--- src/rtl/frag_pkg.sv ---
package frag_pkg;
  localparam int unsigned KIND_W = 3;

  typedef enum logic [KIND_W-1:0] {
    K_IDLE = 3'd0,
    K_BOF  = 3'd1,
    K_HDR  = 3'd2,
    K_DATA = 3'd3,
    K_TRL  = 3'd4,
    K_EOF  = 3'd5
  } kind_e;

  localparam logic [1:0] A_CTRL = 2'd0;
  localparam logic [1:0] A_STAT = 2'd1;
  localparam logic [1:0] A_SDAT = 2'd2;
  localparam logic [1:0] A_STAG = 2'd3;

  localparam int unsigned STAT_OVF_BIT = 16;
  localparam int unsigned STAT_EMP_BIT = 17;
endpackage

--- src/rtl/frag_seq.sv ---
module frag_seq
  import frag_pkg::*;
#(
  parameter int unsigned DW    = 32,
  parameter int unsigned BCW   = 8,
  parameter int unsigned CNT_W = 16,
  parameter logic [DW-1:0] BOF_CODE = 32'hB0F0_0001,
  parameter logic [DW-1:0] EOF_CODE = 32'hE0F0_0002
) (
  input  logic              clk,
  input  logic              rst_n,
  input  logic              user_reset,
  input  logic              in_valid,
  output logic              in_ready,
  input  logic [DW-1:0]     in_data,
  input  logic              in_last,
  input  logic [DW-BCW-1:0] evt_num,
  input  logic [BCW-1:0]    bunch,
  input  logic              empty_pend,
  output logic              empty_take,
  input  logic              lnk_full,
  input  logic              lnk_down,
  output logic              lnk_wen,
  output logic              lnk_ctrl,
  output logic [DW-1:0]     lnk_data,
  output logic [KIND_W-1:0] word_kind
);
  localparam int unsigned PAD_W = DW - CNT_W;

  kind_e            st_q, st_nx;
  logic             empty_q;
  logic [DW-1:0]    hdr_q;
  logic [CNT_W-1:0] cnt_q;
  logic             go;
  logic             beat;

  assign go         = !lnk_full && !lnk_down;
  assign beat       = (st_q == K_DATA) && go && in_valid;
  assign empty_take = (st_q == K_IDLE) && empty_pend && !user_reset;
  assign word_kind  = st_q;

  always_comb begin
    lnk_wen  = 1'b0;
    lnk_ctrl = 1'b0;
    lnk_data = '0;
    in_ready = 1'b0;
    unique case (st_q)
      K_BOF: begin
        lnk_wen  = go;
        lnk_ctrl = 1'b1;
        lnk_data = BOF_CODE;
      end
      K_HDR: begin
        lnk_wen  = go;
        lnk_data = hdr_q;
      end
      K_DATA: begin
        in_ready = go;
        lnk_wen  = beat;
        lnk_data = in_data;
      end
      K_TRL: begin
        lnk_wen  = go;
        lnk_data = {{PAD_W{1'b0}}, cnt_q};
      end
      K_EOF: begin
        lnk_wen  = go;
        lnk_ctrl = 1'b1;
        lnk_data = EOF_CODE;
      end
      default: ;
    endcase
  end

  always_comb begin
    st_nx = st_q;
    unique case (st_q)
      K_IDLE: if (empty_pend || in_valid) st_nx = K_BOF;
      K_BOF:  if (go) st_nx = K_HDR;
      K_HDR:  if (go) st_nx = empty_q ? K_TRL : K_DATA;
      K_DATA: if (beat && in_last) st_nx = K_TRL;
      K_TRL:  if (go) st_nx = K_EOF;
      K_EOF:  if (go) st_nx = K_IDLE;
      default: st_nx = K_IDLE;
    endcase
  end

  always_ff @(posedge clk or negedge rst_n) begin
    if (!rst_n) begin
      st_q    <= K_IDLE;
      empty_q <= 1'b0;
      hdr_q   <= '0;
      cnt_q   <= '0;
    end else if (user_reset) begin
      st_q    <= K_IDLE;
      empty_q <= 1'b0;
      cnt_q   <= '0;
    end else begin
      st_q <= st_nx;
      if (st_q == K_IDLE && st_nx == K_BOF) begin
        hdr_q   <= {evt_num, bunch};
        empty_q <= empty_pend;
        cnt_q   <= '0;
      end else if (beat) begin
        cnt_q <= cnt_q + 1'b1;
      end
    end
  end
endmodule

--- src/rtl/frag_spy_fifo.sv ---
module frag_spy_fifo #(
  parameter int unsigned W     = 36,
  parameter int unsigned DEPTH = 16,
  localparam int unsigned AW = (DEPTH > 1) ? $clog2(DEPTH) : 1,
  localparam int unsigned LW = $clog2(DEPTH + 1)
) (
  input  logic          clk,
  input  logic          rst_n,
  input  logic          wr_req,
  input  logic [W-1:0]  wr_data,
  input  logic          rd_pop,
  output logic [W-1:0]  rd_data,
  output logic [LW-1:0] level,
  output logic          empty,
  output logic          ovf,
  input  logic          ovf_clr
);
  localparam logic [LW-1:0] FULL_CNT = LW'(DEPTH);
  localparam logic [AW-1:0] LAST_PTR = AW'(DEPTH - 1);

  logic [W-1:0]  mem [DEPTH];
  logic [AW-1:0] wp_q, rp_q;
  logic [LW-1:0] cnt_q;
  logic          full, wr_en, rd_en;

  assign full    = (cnt_q == FULL_CNT);
  assign empty   = (cnt_q == '0);
  assign wr_en   = wr_req && !full;
  assign rd_en   = rd_pop && !empty;
  assign rd_data = mem[rp_q];
  assign level   = cnt_q;

  function automatic logic [AW-1:0] bump(input logic [AW-1:0] p);
    return (p == LAST_PTR) ? '0 : p + 1'b1;
  endfunction

  always_ff @(posedge clk) begin
    if (wr_en) mem[wp_q] <= wr_data;
  end

  always_ff @(posedge clk or negedge rst_n) begin
    if (!rst_n) begin
      wp_q  <= '0;
      rp_q  <= '0;
      cnt_q <= '0;
      ovf   <= 1'b0;
    end else begin
      if (wr_en) wp_q <= bump(wp_q);
      if (rd_en) rp_q <= bump(rp_q);
      unique case ({wr_en, rd_en})
        2'b10:   cnt_q <= cnt_q + 1'b1;
        2'b01:   cnt_q <= cnt_q - 1'b1;
        default: ;
      endcase
      if (wr_req && full) ovf <= 1'b1;
      else if (ovf_clr)   ovf <= 1'b0;
    end
  end
endmodule

--- src/rtl/frag_regs.sv ---
module frag_regs
  import frag_pkg::*;
#(
  parameter int unsigned DW = 32,
  parameter int unsigned LW = 5
) (
  input  logic              clk,
  input  logic              rst_n,
  input  logic              bus_en,
  input  logic              bus_we,
  input  logic [1:0]        bus_addr,
  input  logic [DW-1:0]     bus_wdata,
  output logic [DW-1:0]     bus_rdata,
  input  logic              user_reset,
  output logic              spy_en,
  output logic              empty_pend,
  input  logic              empty_take,
  input  logic [LW-1:0]     spy_level,
  input  logic              spy_empty,
  input  logic              spy_ovf,
  input  logic [DW-1:0]     spy_head_data,
  input  logic [KIND_W:0]   spy_head_tag,
  output logic              spy_pop,
  output logic              ovf_clr
);
  logic wr_ctrl;
  logic unused_wdata;

  assign wr_ctrl      = bus_en && bus_we && (bus_addr == A_CTRL);
  assign ovf_clr      = bus_en && bus_we && (bus_addr == A_STAT);
  assign spy_pop      = bus_en && !bus_we && (bus_addr == A_STAG);
  assign unused_wdata = ^bus_wdata[DW-1:2];

  always_ff @(posedge clk or negedge rst_n) begin
    if (!rst_n) begin
      spy_en     <= 1'b0;
      empty_pend <= 1'b0;
    end else begin
      if (wr_ctrl) spy_en <= bus_wdata[0];
      if (user_reset)                 empty_pend <= 1'b0;
      else if (wr_ctrl && bus_wdata[1]) empty_pend <= 1'b1;
      else if (empty_take)            empty_pend <= 1'b0;
    end
  end

  always_comb begin
    bus_rdata = '0;
    unique case (bus_addr)
      A_CTRL: begin
        bus_rdata[0] = spy_en;
        bus_rdata[1] = empty_pend;
      end
      A_STAT: begin
        bus_rdata[LW-1:0]     = spy_level;
        bus_rdata[STAT_OVF_BIT] = spy_ovf;
        bus_rdata[STAT_EMP_BIT] = spy_empty;
      end
      A_SDAT: bus_rdata = spy_head_data;
      default: bus_rdata[KIND_W:0] = spy_head_tag;
    endcase
  end
endmodule

--- src/rtl/frag_framer.sv ---
module frag_framer
  import frag_pkg::*;
#(
  parameter int unsigned DW        = 32,
  parameter int unsigned BCW       = 8,
  parameter int unsigned CNT_W     = 16,
  parameter int unsigned SPY_DEPTH = 16,
  parameter logic [DW-1:0] BOF_CODE = 32'hB0F0_0001,
  parameter logic [DW-1:0] EOF_CODE = 32'hE0F0_0002
) (
  input  logic              clk,
  input  logic              rst_n,
  input  logic              in_valid,
  output logic              in_ready,
  input  logic [DW-1:0]     in_data,
  input  logic              in_last,
  input  logic [DW-BCW-1:0] evt_num,
  input  logic [BCW-1:0]    bunch,
  input  logic              lnk_full,
  input  logic              lnk_down,
  input  logic              user_reset,
  output logic              lnk_wen,
  output logic              lnk_ctrl,
  output logic [DW-1:0]     lnk_data,
  input  logic              bus_en,
  input  logic              bus_we,
  input  logic [1:0]        bus_addr,
  input  logic [DW-1:0]     bus_wdata,
  output logic [DW-1:0]     bus_rdata
);
  localparam int unsigned EW = DW + 1 + KIND_W;
  localparam int unsigned LW = $clog2(SPY_DEPTH + 1);

  logic              empty_pend, empty_take;
  logic              spy_en, spy_pop, ovf_clr;
  logic              spy_empty, spy_ovf;
  logic [LW-1:0]     spy_level;
  logic [KIND_W-1:0] word_kind;
  logic [EW-1:0]     spy_head;

  frag_seq #(
    .DW(DW), .BCW(BCW), .CNT_W(CNT_W),
    .BOF_CODE(BOF_CODE), .EOF_CODE(EOF_CODE)
  ) u_seq (
    .clk(clk), .rst_n(rst_n), .user_reset(user_reset),
    .in_valid(in_valid), .in_ready(in_ready),
    .in_data(in_data), .in_last(in_last),
    .evt_num(evt_num), .bunch(bunch),
    .empty_pend(empty_pend), .empty_take(empty_take),
    .lnk_full(lnk_full), .lnk_down(lnk_down),
    .lnk_wen(lnk_wen), .lnk_ctrl(lnk_ctrl), .lnk_data(lnk_data),
    .word_kind(word_kind)
  );

  frag_spy_fifo #(.W(EW), .DEPTH(SPY_DEPTH)) u_spy (
    .clk(clk), .rst_n(rst_n),
    .wr_req(lnk_wen && spy_en),
    .wr_data({word_kind, lnk_ctrl, lnk_data}),
    .rd_pop(spy_pop), .rd_data(spy_head),
    .level(spy_level), .empty(spy_empty),
    .ovf(spy_ovf), .ovf_clr(ovf_clr)
  );

  frag_regs #(.DW(DW), .LW(LW)) u_regs (
    .clk(clk), .rst_n(rst_n),
    .bus_en(bus_en), .bus_we(bus_we), .bus_addr(bus_addr),
    .bus_wdata(bus_wdata), .bus_rdata(bus_rdata),
    .user_reset(user_reset),
    .spy_en(spy_en), .empty_pend(empty_pend), .empty_take(empty_take),
    .spy_level(spy_level), .spy_empty(spy_empty), .spy_ovf(spy_ovf),
    .spy_head_data(spy_head[DW-1:0]), .spy_head_tag(spy_head[EW-1:DW]),
    .spy_pop(spy_pop), .ovf_clr(ovf_clr)
  );
endmodule

--- config.mk ---
export PLATFORM = sky130hd
export DESIGN_NAME = frag_framer
export DESIGN_NICKNAME = d
export VERILOG_FILES = /design/src/rtl/frag_pkg.sv /design/src/rtl/frag_seq.sv /design/src/rtl/frag_spy_fifo.sv /design/src/rtl/frag_regs.sv /design/src/rtl/frag_framer.sv
export SDC_FILE = /design/constraint.sdc
export NUM_CORES = 1
export LEC_CHECK = 0
export ABC_AREA = 1
export BUFFER_PORTS_ARGS = -buffer_cell sky130_fd_sc_hd__buf_4
export CORE_AREA = 10 10 331 333
export CTS_CLUSTER_DIAMETER = 30
export CTS_CLUSTER_SIZE = 25
export DETAILED_ROUTE_END_ITERATION = 12
export DIE_AREA = 0 0 341 343
export GPL_ROUTABILITY_DRIVEN = 0
export GPL_TIMING_DRIVEN = 1
export PLACE_DENSITY_LB_ADDON = 0.08
export SYNTH_ARGS = -nofsm -noshare
export SYNTH_HDL_FRONTEND = slang
export SYNTH_SLANG_ARGS = --single-unit
--- constraint.sdc ---
create_clock -name clk -period 9 [get_ports clk]
set_input_delay 0 -clock clk [delete_from_list [all_inputs] [get_ports clk]]
set_output_delay 0 -clock clk [all_outputs]
set_load 0.1 [all_outputs]
# After elaboration in Yosys (flattened, before gate mapping)
# Memory sizes are Yosys's and may differ from the RTL's.
# Index checks and enable logic that the tools add are counted.
# op_classes
n_addsub	5
muxes	34
n_bitwise	1
eq_ne	14
reduce_logical	35
# ops
op	count
$pmux W32 S5	1
$mux W16	3
$mux W3	8
$pmux W3 S6	1
$logic_and A1 B1 Y1	17
$add A16 B1 Y16 const B	1
$mux W14	1
$pmux W2 S3	2
$mux W1	11
$mux W11	1
$pmux W5 S2	1
$add A4 B1 Y4 const B	2
$eq A4 B4 Y1 const B	2
$mux W4	2
$eq A2 B2 Y1 const B	3
$eq A3 B1 Y1 const B	2
$eq A3 B2 Y1 const B	2
$eq A3 B3 Y1 const B	2
$logic_not A1 Y1	6
$reduce_bool A2 Y1	3
$reduce_bool A3 Y1	2
$add A5 B1 Y5 const B	1
$eq A5 B5 Y1 const B	1
$logic_not A5 Y1	1
11 further kinds	13
# totals
memories	1
output_inout_bits	67
ramBits	576
regBits	68
wordCells	100
# mem_list
memory	words	width	read_ports	rd_ports_with_merged_regs	write_ports	line_no	source
u_spy.mem	16	36	1	0	1	frag_spy_fifo.sv:21	logic [W-1:0] mem [DEPTH];

# Logic depth before layout (Yosys ltp)
# Gate-level depths: netlist of the first run.
# depth
depth_word	11
mapped_depth	16

# Cells and area by module
# A second synthesis of the first run with hierarchy kept.
# hier_totals
cells_unflattened	3122
area_unflattened_um2	29510.8
# by_module_without_submodules
mod	n_inst	cells_per_inst	seq_area_each_um2	area_per_inst_um2
frag_spy_fifo	1	2584	17646.9	25831.0
frag_seq	1	430	1301.2	3159.3
frag_regs	1	106	50.0	513.0
frag_framer	1	2	0.0	7.5

# Least setup slack after synthesis of the first run
# No wires, ideal clock.
# synth_timing
path_kind	reg2reg
start	reg u_seq.st_q[1] (netlist: u_seq.word_kind[1])
end	mem u_spy.mem[0][1] (data pin)
arrival_ps	3841
period_less_slack_ps	4454
setup_ps	613
stages_incl_launch_ff	6
slack_ps	4546
n_path_buf	0
path_cell_list	dfrtp_1 -> inv_2 -> nand2_1 -> inv_1 -> nand2_1 -> a41oi_1
# synth_between
elab_chain_len	2
# synth_rtl
element	line_no	source
start, declared	frag_seq.sv:30	kind_e st_q, st_nx;
start signal, assigned	frag_seq.sv:99	st_q <= st_nx;
$eq A3 B3 Y1 (tied with other cells)	frag_seq.sv:47	unique case (st_q)
$pmux W32 S5 (*)	frag_seq.sv:47	
named net lnk_data[1]	frag_framer.sv:24	output logic [DW-1:0] lnk_data,
end, declared	frag_spy_fifo.sv:21	
# The timed path passes the listed nets; every way through them passes the cells marked *.

# Worst setup path after layout of the first run
# layout_timing
start	reg u_spy.rp_q[1]
end	out bus_rdata[13]
# layout_between
elab_chain_len	2
# layout_rtl
element	line_no	source
start, declared	frag_spy_fifo.sv:22	logic [AW-1:0] wp_q, rp_q;
start signal, assigned	frag_spy_fifo.sv:49	if (rd_en) rp_q <= bump(rp_q);
$mem_v2 Z16 W36	--	
$mux W11	frag_regs.sv:48	unique case (bus_addr)
end, declared	frag_framer.sv:29	output logic [DW-1:0] bus_rdata
# Every way passes these cells.

==> results.md, run 1 <==
* Status: finished, final reports clean
* CTS root buf: clkbuf_16
* TritonCTS buffer count at about 160
* Routed wire per std cell at between 20 and 25 um
* Critical Path, Cell by Cell: clkinv_2 -> buf_4 -> o21ai_0 -> o22ai_1 -> nand2_1 -> nand2_1 -> inv_1 -> a21oi_1 -> buf_4
* Worst-path clk slew at roughly 0.040 ns
* Clk_skew at about 0.025 ns
* Congestion Overflow GR at 0
* Post-Syn Area at around 0.028 mm2
* H-tree levels at 4
* First-pass GRT wire length at between 100 and 150 mm
* Core Region at just over 0.1 mm2
* Fin nets at 2850
* Setup violations, final at 0
* R2R Path Start: u_seq.word_kind[1]
* Worst Hold Class: in -> reg
* TritonRoute pass-1 iters at 5
* Fmax at about 0.23 GHz
* Initial DRC Count at about 1200
* Syn avg cell area at 11.1 um2
* Vias per cell at roughly 4.5
* Register area share after synthesis at just under 70%
* Max_cap viols at 0
* Period utilization at approximately 47%
* Reg-to-reg critical path endpoint: u_spy.mem[10][10]
* Final hold slack at around 0.077 ns
* Net count after synthesis at roughly 2600
* Power per cell area at between 300 and 400 mW/mm2
* WHS Path Cells at 6
* Rows at approximately 120
* Largest cells by area after synthesis: edfxtp_1, nand2_1, dfrtp_1, nor2_1, o21ai_0
* Hold wc startpoint: in_valid
* Critical-path top delay cell: buf_4
* DRT Wirelength at ~88 mm
* CTS sink count at about 640
* Syn Inst Count at roughly 2500
* Final core occ at approximately a third
* CP peak stage delay at 0.71 ns
* Worst vdd ir at roughly 230 uV
* Critical path's top delay family: buffers and inverters
* Final HPWL DP at roughly 48 mm
* Die width at between 300 and 400 um
* Antenna viol nets, final at 0
* Share of layout cells above drive strength 1 at between 10% and 20%
* I/O pin count at 174
* Number of global-route vias before repair at roughly 20000
* Clk buf depth at 3
* WP buf/inv at 4
* Slew HR at between 20% and 30%
* Layout area overhead at 31.6%
* Yosys Warn Count at 0
* Port Buffer Count at ~140
* Crit path DAT at ~4.3 ns
* Pin count of the biggest net entering global routing at 177
* CP Max Fanout at around 50
* Final hold vios at 0
* Total track usage at ~15%
* CP required at around 9 ns
* Critical Path Sink Type: primary output
* Max-slew violations at 0
* Final worst path period need at 4.26 ns
* Critical setup path kind: reg -> out
* Worst-case reg-to-reg path depth at 9
* Cell taking the most area after synthesis: edfxtp_1
* Clock latency on the worst-skew pair at between 0.7 and 0.8 ns
* Startpoint class of the critical path: flop
* Worst slew pin tran at about 1.1 ns
* Reg2Reg Setup Slack at 5.06 ns
* Antenna diodes at 0
* Starting Density at between 20% and 30%
* CTS tree: yes
* Most frequent cells in the layout: edfxtp_1, nand2_1, nor2_1
* RSZ-0062 raised after global routing: no
* Top cell type's share of synthesized area at roughly 63%
* # DRC at 0
* Lkg Pwr at about 14 nW
* Synthesis-stage register bit count at 644
* Fin Setup TNS at 0 ns
* WHS Endpoint: u_seq.cnt_q[10]
* Yosys cell types at 39
* Commonest non-fill, non-tap cell in the layout: edfxtp_1
* Die footprint at ~0.12 mm2
* Die Span Y at approximately 340 um
* Initial antenna violation count at 2
* Vias at 19200
* Post-cts gate resize count at 0
-- metal layers --
layer	track usage (%)	wire length, um	vias up	share of wire, %
met3	3.39	3900	135	4.4
met1	19.6	41100	9468	47
li1	-	-	9134	-
met2	24.2	41200	450	47
met4	4.86	1950	0	2.2
met5	0	0	-	0
-- registers in the layout, summed over array words and instances, names as in the netlist --
register           cells
u_seq.word_kind        3
u_spy.wp_q             4
u_seq.hdr_q           32
u_spy.ovf              1
u_regs.spy_en          1
u_spy.level            5
u_seq.empty_q          1
u_regs.empty_pend      1
u_seq.cnt_q           16
u_spy.rp_q             4
u_spy.mem            576
-- how the worst max path moves through the flow --
stage / slack, ns / start / cells past startpoint / end
floorplan: 4.55 / u_seq.word_kind[1] / 5 / u_spy.mem[0][1]
global placement: 5.08 / u_seq.word_kind[1] / 9 / u_spy.mem[10][8]
detailed placement: 5.04 / u_seq.word_kind[1] / 9 / u_spy.mem[10][8]
CTS: 4.64 / u_spy.rp_q[1] / 10 / bus_rdata[1]
global route: 4.49 / u_seq.word_kind[2] / 8 / lnk_data[29]
finish: 4.74 / u_spy.rp_q[1] / 9 / bus_rdata[13]
-- tightest hold or removal path, delay by kind of cell --
family / cells / cell delay, ns
buffers and inverters: 2 / 0.14
AND/OR/NAND/NOR: 4 / 0.60
-- cells in the mapped netlist, drive strengths merged --
library cell / n
a221oi: 2
and3: 1
edfxtp: 576
a41oi: 1
fa: 1
inv: 202
a22o: 13
a31oi: 14
nor2: 364
ha: 16
nand2: 479
o211ai: 50
xnor2: 5
nand3: 143
a22oi: 8
nand3b: 2
xor2: 14
nor3: 2
mux2: 1
nand4: 35
o21ai: 244
o22ai: 51
clkbuf: 69
dfrtp: 68
o21bai: 1
buf: 76
a21oi: 39
-- power by group --
| group | switching [mW] | internal (mW) |
|---|---|---|
| combinational | 2.13 | 0.749 |
| sequential | 0.105 | 3.38 |
| clock | 1.78 | 4.07 |
-- cell type report --
type | count | area, um2
well taps | 1380 | 1730
clock inverters | 107 | 1360
clock buffers | 189 | 4220
inverters | 202 | 767
flip-flops and latches | 644 | 19000
repair buffers | 231 | 1880
fillers | 10200 | 66700
multi-input cells | 1486 | 7240
-- cell families (layout without fill, tap and decap cells) --
| family | after synthesis | in the layout | synth area share (%) |
|---|---|---|---|
| AO/OA/AOI/OAI | 423 | 423 | 8.75 |
| XOR/XNOR | 19 | 19 | 0.605 |
| adder cells (fa/ha/maj) | 17 | 17 | 0.801 |
| buffers and inverters | 347 | 729 | 5.28 |
| flip-flops | 644 | 644 | 69.1 |
| multiplexers | 1 | 1 | 0.0409 |
| AND/OR/NAND/NOR | 1026 | 1026 | 15.4 |
-- repair_timing --
action	CTS	global route
setup buffers	0	0
hold endpoints to repair	145	0
hold buffers	52	0
-- metrics by stage --
stage | cell area, um2 | total power, mW | std cells | setup WS, ns
global placement | 30100 | 6.44 | 3891 | 5.08
CTS | 36200 | 12.4 | 4239 | 4.64
detailed placement | 30100 | 6.46 | 3891 | 5.04
floorplan | 27500 | 5.55 | 2477 | 4.55
finish | 36200 | 12.2 | 4239 | 4.74
global route | 36200 | 12.8 | 4239 | 4.49
Power figures use the tool's default switching activity.
==> run 2: changes to the inputs <==
==> constraint.sdc (replaced) <==
create_clock -name clk -period 4.19 [get_ports clk]
set_input_delay 0 -clock clk [delete_from_list [all_inputs] [get_ports clk]]
set_output_delay 0 -clock clk [all_outputs]
set_load 0.1 [all_outputs]
==> results.md, run 2 (synthesis results as in run 1) <==
* Clk_skew at 0.0455 ns (+0.0202 ns)
* Worst slew pin tran at 1.07 ns (-0.0356 ns)
* Period utilization at a little over nine tenths
* RSZ-0062 raised after global routing: no
* Area after DPL at 0.0306 mm2 (+1.6%)
* Number of global-route vias before repair at 20400 (+2.4%)
* DRT Wirelength at 90.4 mm (+2.6%)
* CP required at 4.19 ns (-4.81 ns)
* Multi-input logic area at 0.00724 mm2 (unchanged)
* Fin Setup TNS at 0 ns (unchanged)
* Share of layout cells above drive strength 1 at 18.7% (+1.3 points)
* Worst-path clk slew at 0.04 ns (about the same)
* Startpoint class of the critical path: flop
* Max reg flops at 576 (unchanged)
* Vias at 19600 (+2.3%)
* TritonRoute pass-1 iters at 5 (unchanged)
* Antenna viol nets, final at 0 (unchanged)
* Die Span Y at 343 um (unchanged)
* Met3 GRT Util at 3.72% (+0.33 points)
* Port Buffer Count at 143 (unchanged)
* Critical Path Sink Type: primary output
* Final worst path period need at 3.93 ns
* Fmax at between 0.2 and 0.3 GHz
* Layout area overhead at 34.7%
* Sequential cell area at 0.0190 mm2 (unchanged)
* Met2 Use GR at 24.7% (+0.54 points)
* Fin nets at 2905 (+1.9%)
* Pin count of the biggest net entering global routing at 197 (+11%)
* Final hold vios at 0 (unchanged)
* Critical setup path kind: reg -> out
* Lkg Pwr at 14.5 nW (+2.7%)
* GR peak layer: met2
* Clk buf depth at 3 (unchanged)
* Final HPWL DP at 52.0 mm (+8.9%)
* Congestion Overflow GR at 0 (unchanged)
* Fin area at 0.0371 mm2 (+2.4%)
* Setup violations, final at 0 (unchanged)
* Worst vdd ir at 536 uV (+130%)
* Initial antenna violation count at 3 (+1)
* Total track usage at 15.3% (+0.42 points)
* Initial DRC Count at 1299 (+6.9%)
* CTS root buf: clkbuf_16
* Power per cell area at 727 mW/mm2 (+120%)
* Rows at 118 (unchanged)
* Clock latency on the worst-skew pair at 0.74 ns (+0.02 ns)
* Biggest register: u_spy.mem
* Die width at 341 um (unchanged)
* CP Max Fanout at 22 (-55%)
* Max-slew violations at 0 (unchanged)
* Final core occ at 36.0% (+0.84 points)
* Largest registers: u_spy.mem: 576 flops, u_seq.hdr_q: 32 flops, u_seq.cnt_q: 16 flops
* Die footprint at 0.117 mm2 (unchanged)
* Antenna diodes at 0 (unchanged)
* Most frequent cells in the layout: edfxtp_1, nand2_1, nor2_1
* Postcts setup bufs at 0 (unchanged)
* I/O pin count at 174 (unchanged)
* CTS tree: yes
* Final Worst Setup Slack at 0.256 ns (-4.49 ns)
* # DRC at 0 (unchanged)
* Max_cap viols at 0 (unchanged)
* Core Region at 0.103 mm2 (unchanged)
* Starting Density at 26.7% (unchanged)
* Vias per cell at 4.56 (+0.80%)
* First-pass GRT wire length at 135 mm (+3.3%)
* Slew HR at 28.9% (+2.6 points)
* H-tree levels at 4 (unchanged)
* Worst Hold Class: in -> reg
* Routed wire per std cell at 21.0 um (+1.1%)
* CTS sink count at 644 (unchanged)
* Pre-CTS WS at 0.890 ns (-4.15 ns)
* Met1 Use GR at 20.2% (+0.62 points)
* Status: finished, final reports clean
* Commonest non-fill, non-tap cell in the layout: edfxtp_1
* Filler cell count at 10100 (-0.57%)
* Crit path DAT at 3.93 ns (-0.33 ns)
* TritonCTS buffer count at 170 (+5.6%)
[run 2: cell type report]
cell class	instances	area share, %
sequential	644	51.3
multi-input combinational	1486	19.5
clock buffer	212	12.2
timing repair buffer	277	6.63
tap	1380	4.66
clock inverter	99	3.63
inverter	202	2.07
[run 2: final timing paths]
check                                    from         endpoint  slack (ns)  cells past startpoint
hold / removal                     in_data[8]  u_spy.mem[1][8]        0.03                      3
setup / recovery           u_seq.word_kind[2]     lnk_data[23]        0.26                      7
max in group asynchronous               rst_n   u_spy.level[2]        3.43                      4
hold reg to reg               u_seq.hdr_q[31]  u_seq.hdr_q[31]        0.47                      2
min in group asynchronous               rst_n   u_seq.hdr_q[6]        0.36                      4
setup reg to reg           u_seq.word_kind[2]  u_seq.hdr_q[14]        0.84                     10
[run 2: what timing repair did]
item                       4_1_cts  5_1_grt
hold endpoints to repair       214        0
gates resized for setup          0        1
setup endpoints to repair        0        1
hold buffers                    59        0
[run 2: per-layer routing]
metal  part of all wire (%)  wire length (um)
met4                    2.0              1840
met3                    4.9              4450
met1                     46             42000
met5                      0                 0
met2                     47             42200
[run 2: critical path, stage by stage, from the launching register on]
cell and delay (ns):
dfrtp_1 0.81, inv_2 0.16, nand3_2 0.13, inv_1 0.28, a22o_1 0.31, o21ai_0 0.60, inv_1 0.52, buf_4 0.38
[run 2: report_power, final]
| part | switching [mW] | leakage (nW) | total, mW | internal, mW |
|---|---|---|---|---|
| combinational | 4.68 | 5.19 | 6.44 | 1.75 |
| clock | 3.94 | 2.81 | 13.1 | 9.12 |
| sequential | 0.175 | 6.49 | 7.43 | 7.26 |
[run 2: metrics by stage]
stage                     hold slack (ns)  std cells  power (mW)
after detailed placement           0.0717       3930        14.0
after global placement             0.0669       3930        14.0
after global routing               0.0491       4300        28.3
after CTS                         0.00112       4300        27.3
after floorplan                    -0.296       2477        11.9
final                              0.0316       4300        26.9
==> run 3: changes to the inputs <==
--- a/config.mk
+++ b/config.mk
@@ -7,14 +7,15 @@
 export LEC_CHECK = 0
 export ABC_AREA = 1
 export BUFFER_PORTS_ARGS = -buffer_cell sky130_fd_sc_hd__buf_4
-export CORE_AREA = 10 10 331 333
+export CORE_AREA = 10 10 283 285
 export CTS_CLUSTER_DIAMETER = 30
 export CTS_CLUSTER_SIZE = 25
 export DETAILED_ROUTE_END_ITERATION = 12
-export DIE_AREA = 0 0 341 343
+export DIE_AREA = 0 0 293 295
 export GPL_ROUTABILITY_DRIVEN = 0
 export GPL_TIMING_DRIVEN = 1
 export PLACE_DENSITY_LB_ADDON = 0.08
 export SYNTH_ARGS = -nofsm -noshare
 export SYNTH_HDL_FRONTEND = slang
+export SYNTH_HIERARCHICAL = 1
 export SYNTH_SLANG_ARGS = --single-unit
==> results.md, run 3 <==
* Clock latency on the worst-skew pair at 0.71 ns (-0.03 ns)
* Antenna viol nets, final at 0 (unchanged)
* I/O pin count at 174 (unchanged)
* Fin nets at 3541 (+22%)
* Die Span Y at 295 um (-14%)
* Synthesis-stage register bit count at 644 (unchanged)
* Critical path's top delay family: buffers and inverters
* Initial DRC Count at 1569 (+21%)
* Max reg flops at 576 (unchanged)
* Power per cell area at 676 mW/mm2 (-6.9%)
* Critical-path top delay cell: dfrtp_1
* Syn Inst Count at 3122 (+26%)
* Layout area overhead at 28.3%
* Sequential cell area at 0.0190 mm2 (unchanged)
* Final core occ at 51.0% (+15 points)
* RSZ-0062 raised after global routing: no
* CTS tree: yes
* Cell taking the most area after synthesis: edfxtp_1
* FFs w/ async S/R, synth at 10.6% (unchanged)
* Period utilization at 89.9% (-4.0 points)
* Max_cap viols at 0 (unchanged)
* Most frequent CP cell: buf_4
* Max-slew violations at 0 (unchanged)
* Status: finished, final reports clean
* Vias per cell at 4.82 (+5.6%)
* Most frequent cells after synthesis: nand2_1, inv_1, edfxtp_1
* Yosys cell types at 35 (-10%)
* Fmax at 0.265 GHz (+4.4%)
* Final HPWL DP at 48.8 mm (-6.1%)
* Most frequent cells in the layout: nand2_1, inv_1, edfxtp_1
* Worst-path clk slew at 0.04 ns (about the same)
* Post-Syn Area at 0.0295 mm2 (+7.3%)
* Worst Hold Class: in -> reg
* Final worst path period need at 3.77 ns (-0.167 ns)
* Crit path DAT at 3.77 ns (-0.16 ns)
* CP required at 4.19 ns (about the same)
* Congestion Overflow GR at 0 (unchanged)
* Yosys Warn Count at 6 (+6)
* Multi-input logic area at 0.00764 mm2 (+5.5%)
* Fin Setup TNS at 0 ns (unchanged)
* Worst vdd ir at 492 uV (-8.2%)
* Core Region at 0.0742 mm2 (-28%)
* Final hold slack at 0.0780 ns (+0.0464 ns)
* CTS root buf: clkbuf_16
* Initial antenna violation count at 3 (unchanged)
* Final Worst Setup Slack at 0.423 ns (+0.167 ns)
* Cells after DPL at 4174 (+6.2%)
* Number of synthesized flops with an enable pin at 576 (unchanged)
* Pre-CTS WS at 0.789 ns (-0.101 ns)
* Commonest non-fill, non-tap cell in the layout: nand2_1
* Starting Density at 39.8% (+13 points)
* Top_reg_cell synth: edfxtp_1
* Vias at 21700 (+11%)
* Rows at 100 (-15%)
* Die footprint at 0.0864 mm2 (-26%)
* DRT Wirelength at 84.0 mm (-7.1%)
* Critical Path, Cell by Cell: nand3_1 -> clkinvlp_4 -> buf_4 -> a22oi_1 -> o21ai_0 -> nand2_1 -> inv_1 -> buf_4
* Critical setup path kind: reg -> out
* Critical Path Sink Type: primary output
* Top cell type's share of synthesized area at 58.6% (-4.3 points)
* Lkg Pwr at 17.5 nW (+21%)
* Post-route insts no fill at 4512 (+4.9%)
* Worst slew pin tran at 1.07 ns (+0.00489 ns)
* Clk_skew at 0.0233 ns (-0.0221 ns)
* Net count after synthesis at 3246 (+25%)
* Largest registers: u_spy/mem: 576 flops, u_seq/hdr_q: 32 flops, u_seq/cnt_q: 16 flops
* CTS sink count at 644 (unchanged)
* Final hold vios at 0 (unchanged)
* Port Buffer Count at 143 (unchanged)
* H-tree levels at 4 (unchanged)
* TritonRoute pass-1 iters at 5 (unchanged)
* CP Max Fanout at 22 (unchanged)
* First-pass GRT wire length at 129 mm (-4.5%)
* Startpoint class of the critical path: flop
* WP buf/inv at 4 (unchanged)
* Biggest register: u_spy/mem
* Number of global-route vias before repair at 21700 (+6.5%)
* Largest cells by area after synthesis: edfxtp_1, nand2_1, inv_1, nand3_1, dfrtp_1
* Clk buf depth at 3 (unchanged)
* Total track usage at 19.5% (+4.1 points)
* Die width at 293 um (-14%)
* Share of layout cells above drive strength 1 at 14.2% (-4.5 points)
* Syn avg cell area at 9.45 um2 (-15%)
* Pin count of the biggest net entering global routing at 158 (-20%)
* # DRC at 0 (unchanged)
* Setup violations, final at 0 (unchanged)
* Routed wire per std cell at 18.6 um (-11%)
* Filler cell count at 6643 (-34%)
* Slew HR at 28.6% (-0.33 points)
* Register area share after synthesis at 64.4% (-4.7 points)
* Top-count cell post-synth: nand2_1
* CP peak stage delay at 0.86 ns (+0.05 ns)
* TritonCTS buffer count at 147 (-14%)
==> run 3: cell types whose count changed after synthesis, moves of 7 or more <==
cell and change:
nand2_1 +612, buf_4 -16, xor2_1 -7, clkbuf_1 -25
nor2_2 -13, nand4_1 +9, nor2_1 -288, inv_1 +433
a21oi_1 -15, nand3_1 +246, o211ai_1 -50, o21ai_0 -218
buf_2 +34, o22ai_1 -50
==> run 3: final cells by class <==
class / instances / area share [%]
antenna: 2 / 0.0132
clock buffer: 178 / 10.3
clock inverter: 95 / 3.27
inverter: 637 / 6.35
multi-input combinational: 1703 / 20.2
sequential: 644 / 50.2
tap: 969 / 3.20
timing repair buffer: 284 / 6.49
==> run 3: worst register-to-register path, cell delays in order (launching register included) <==
cell      delay [ns]
dfrtp_1         0.86
nor2_1          0.19
nand2_2         0.22
inv_2           0.06
nor3_1          0.30
o21ai_4         0.08
nand2_1         0.07
inv_1           0.05
nand2_1         0.29
ha_1            0.38
ha_1            0.31
or2_2           0.30
nand2_1         0.08
nand2b_1        0.07
nand2_1         0.08
nand2_1         0.06
nand2_1         0.06
==> run 3: cell families after synthesis <==
kind of cell,Yosys count,share of synthesized area [%]
AOI/OAI and AO/OA,82,1.72
xor gates and xnor gates,13,0.386
and+or+nand+nor,1591,22.4
adders and majority gates,17,0.746
DFF,644,64.4
buffers and inverters,775,10.3
==> run 3: what timing repair did <==
action / CTS / global route
endpoints found under the hold margin: 296 / 8
resized for setup: 0 / 2
endpoints found under the setup margin: 0 / 3
buffers inserted: 0 / 0
hold buffers: 62 / 1
==> run 3: path summary, 6_finish.rpt <==
check	startpoint	to	slack [ns]	depth (start not counted)
max in group asynchronous	rst_n	u_spy/rp_q[0]	3.30	4
max	u_seq/word_kind[1]	lnk_data[6]	0.42	8
min	user_reset	u_seq/word_kind[0]	0.08	3
max reg2reg	u_seq/word_kind[1]	u_spy/level[4]	0.68	16
min reg2reg	u_seq/hdr_q[12]	u_seq/hdr_q[12]	0.48	2
min in group asynchronous	rst_n	u_seq/hdr_q[7]	0.29	3
==> run 3: power by group <==
group / internal, mW / total [mW] / switching, mW
sequential: 7.17 / 7.39 / 0.216
combinational: 1.69 / 6.49 / 4.80
clock: 8.13 / 11.7 / 3.60
total: 17.0 / 25.6 / 8.62
==> run 3: stage by stage <==
stage | area, um2 | total power, mW
final | 37900 | 25.6
after global routing | 37900 | 26.8
after CTS | 37800 | 25.9
after detailed placement | 32100 | 14.0
after global placement | 32100 | 13.9
after floorplan | 29600 | 11.9
==> run 3: per-layer routing <==
layer	up-vias	GRT usage, %	routed length [um]
li1	10500	-	-
met1	10500	26.2	38800
met2	599	30.7	38100
met3	121	4.58	5490
met4	0	6.31	1650
met5	-	0	0
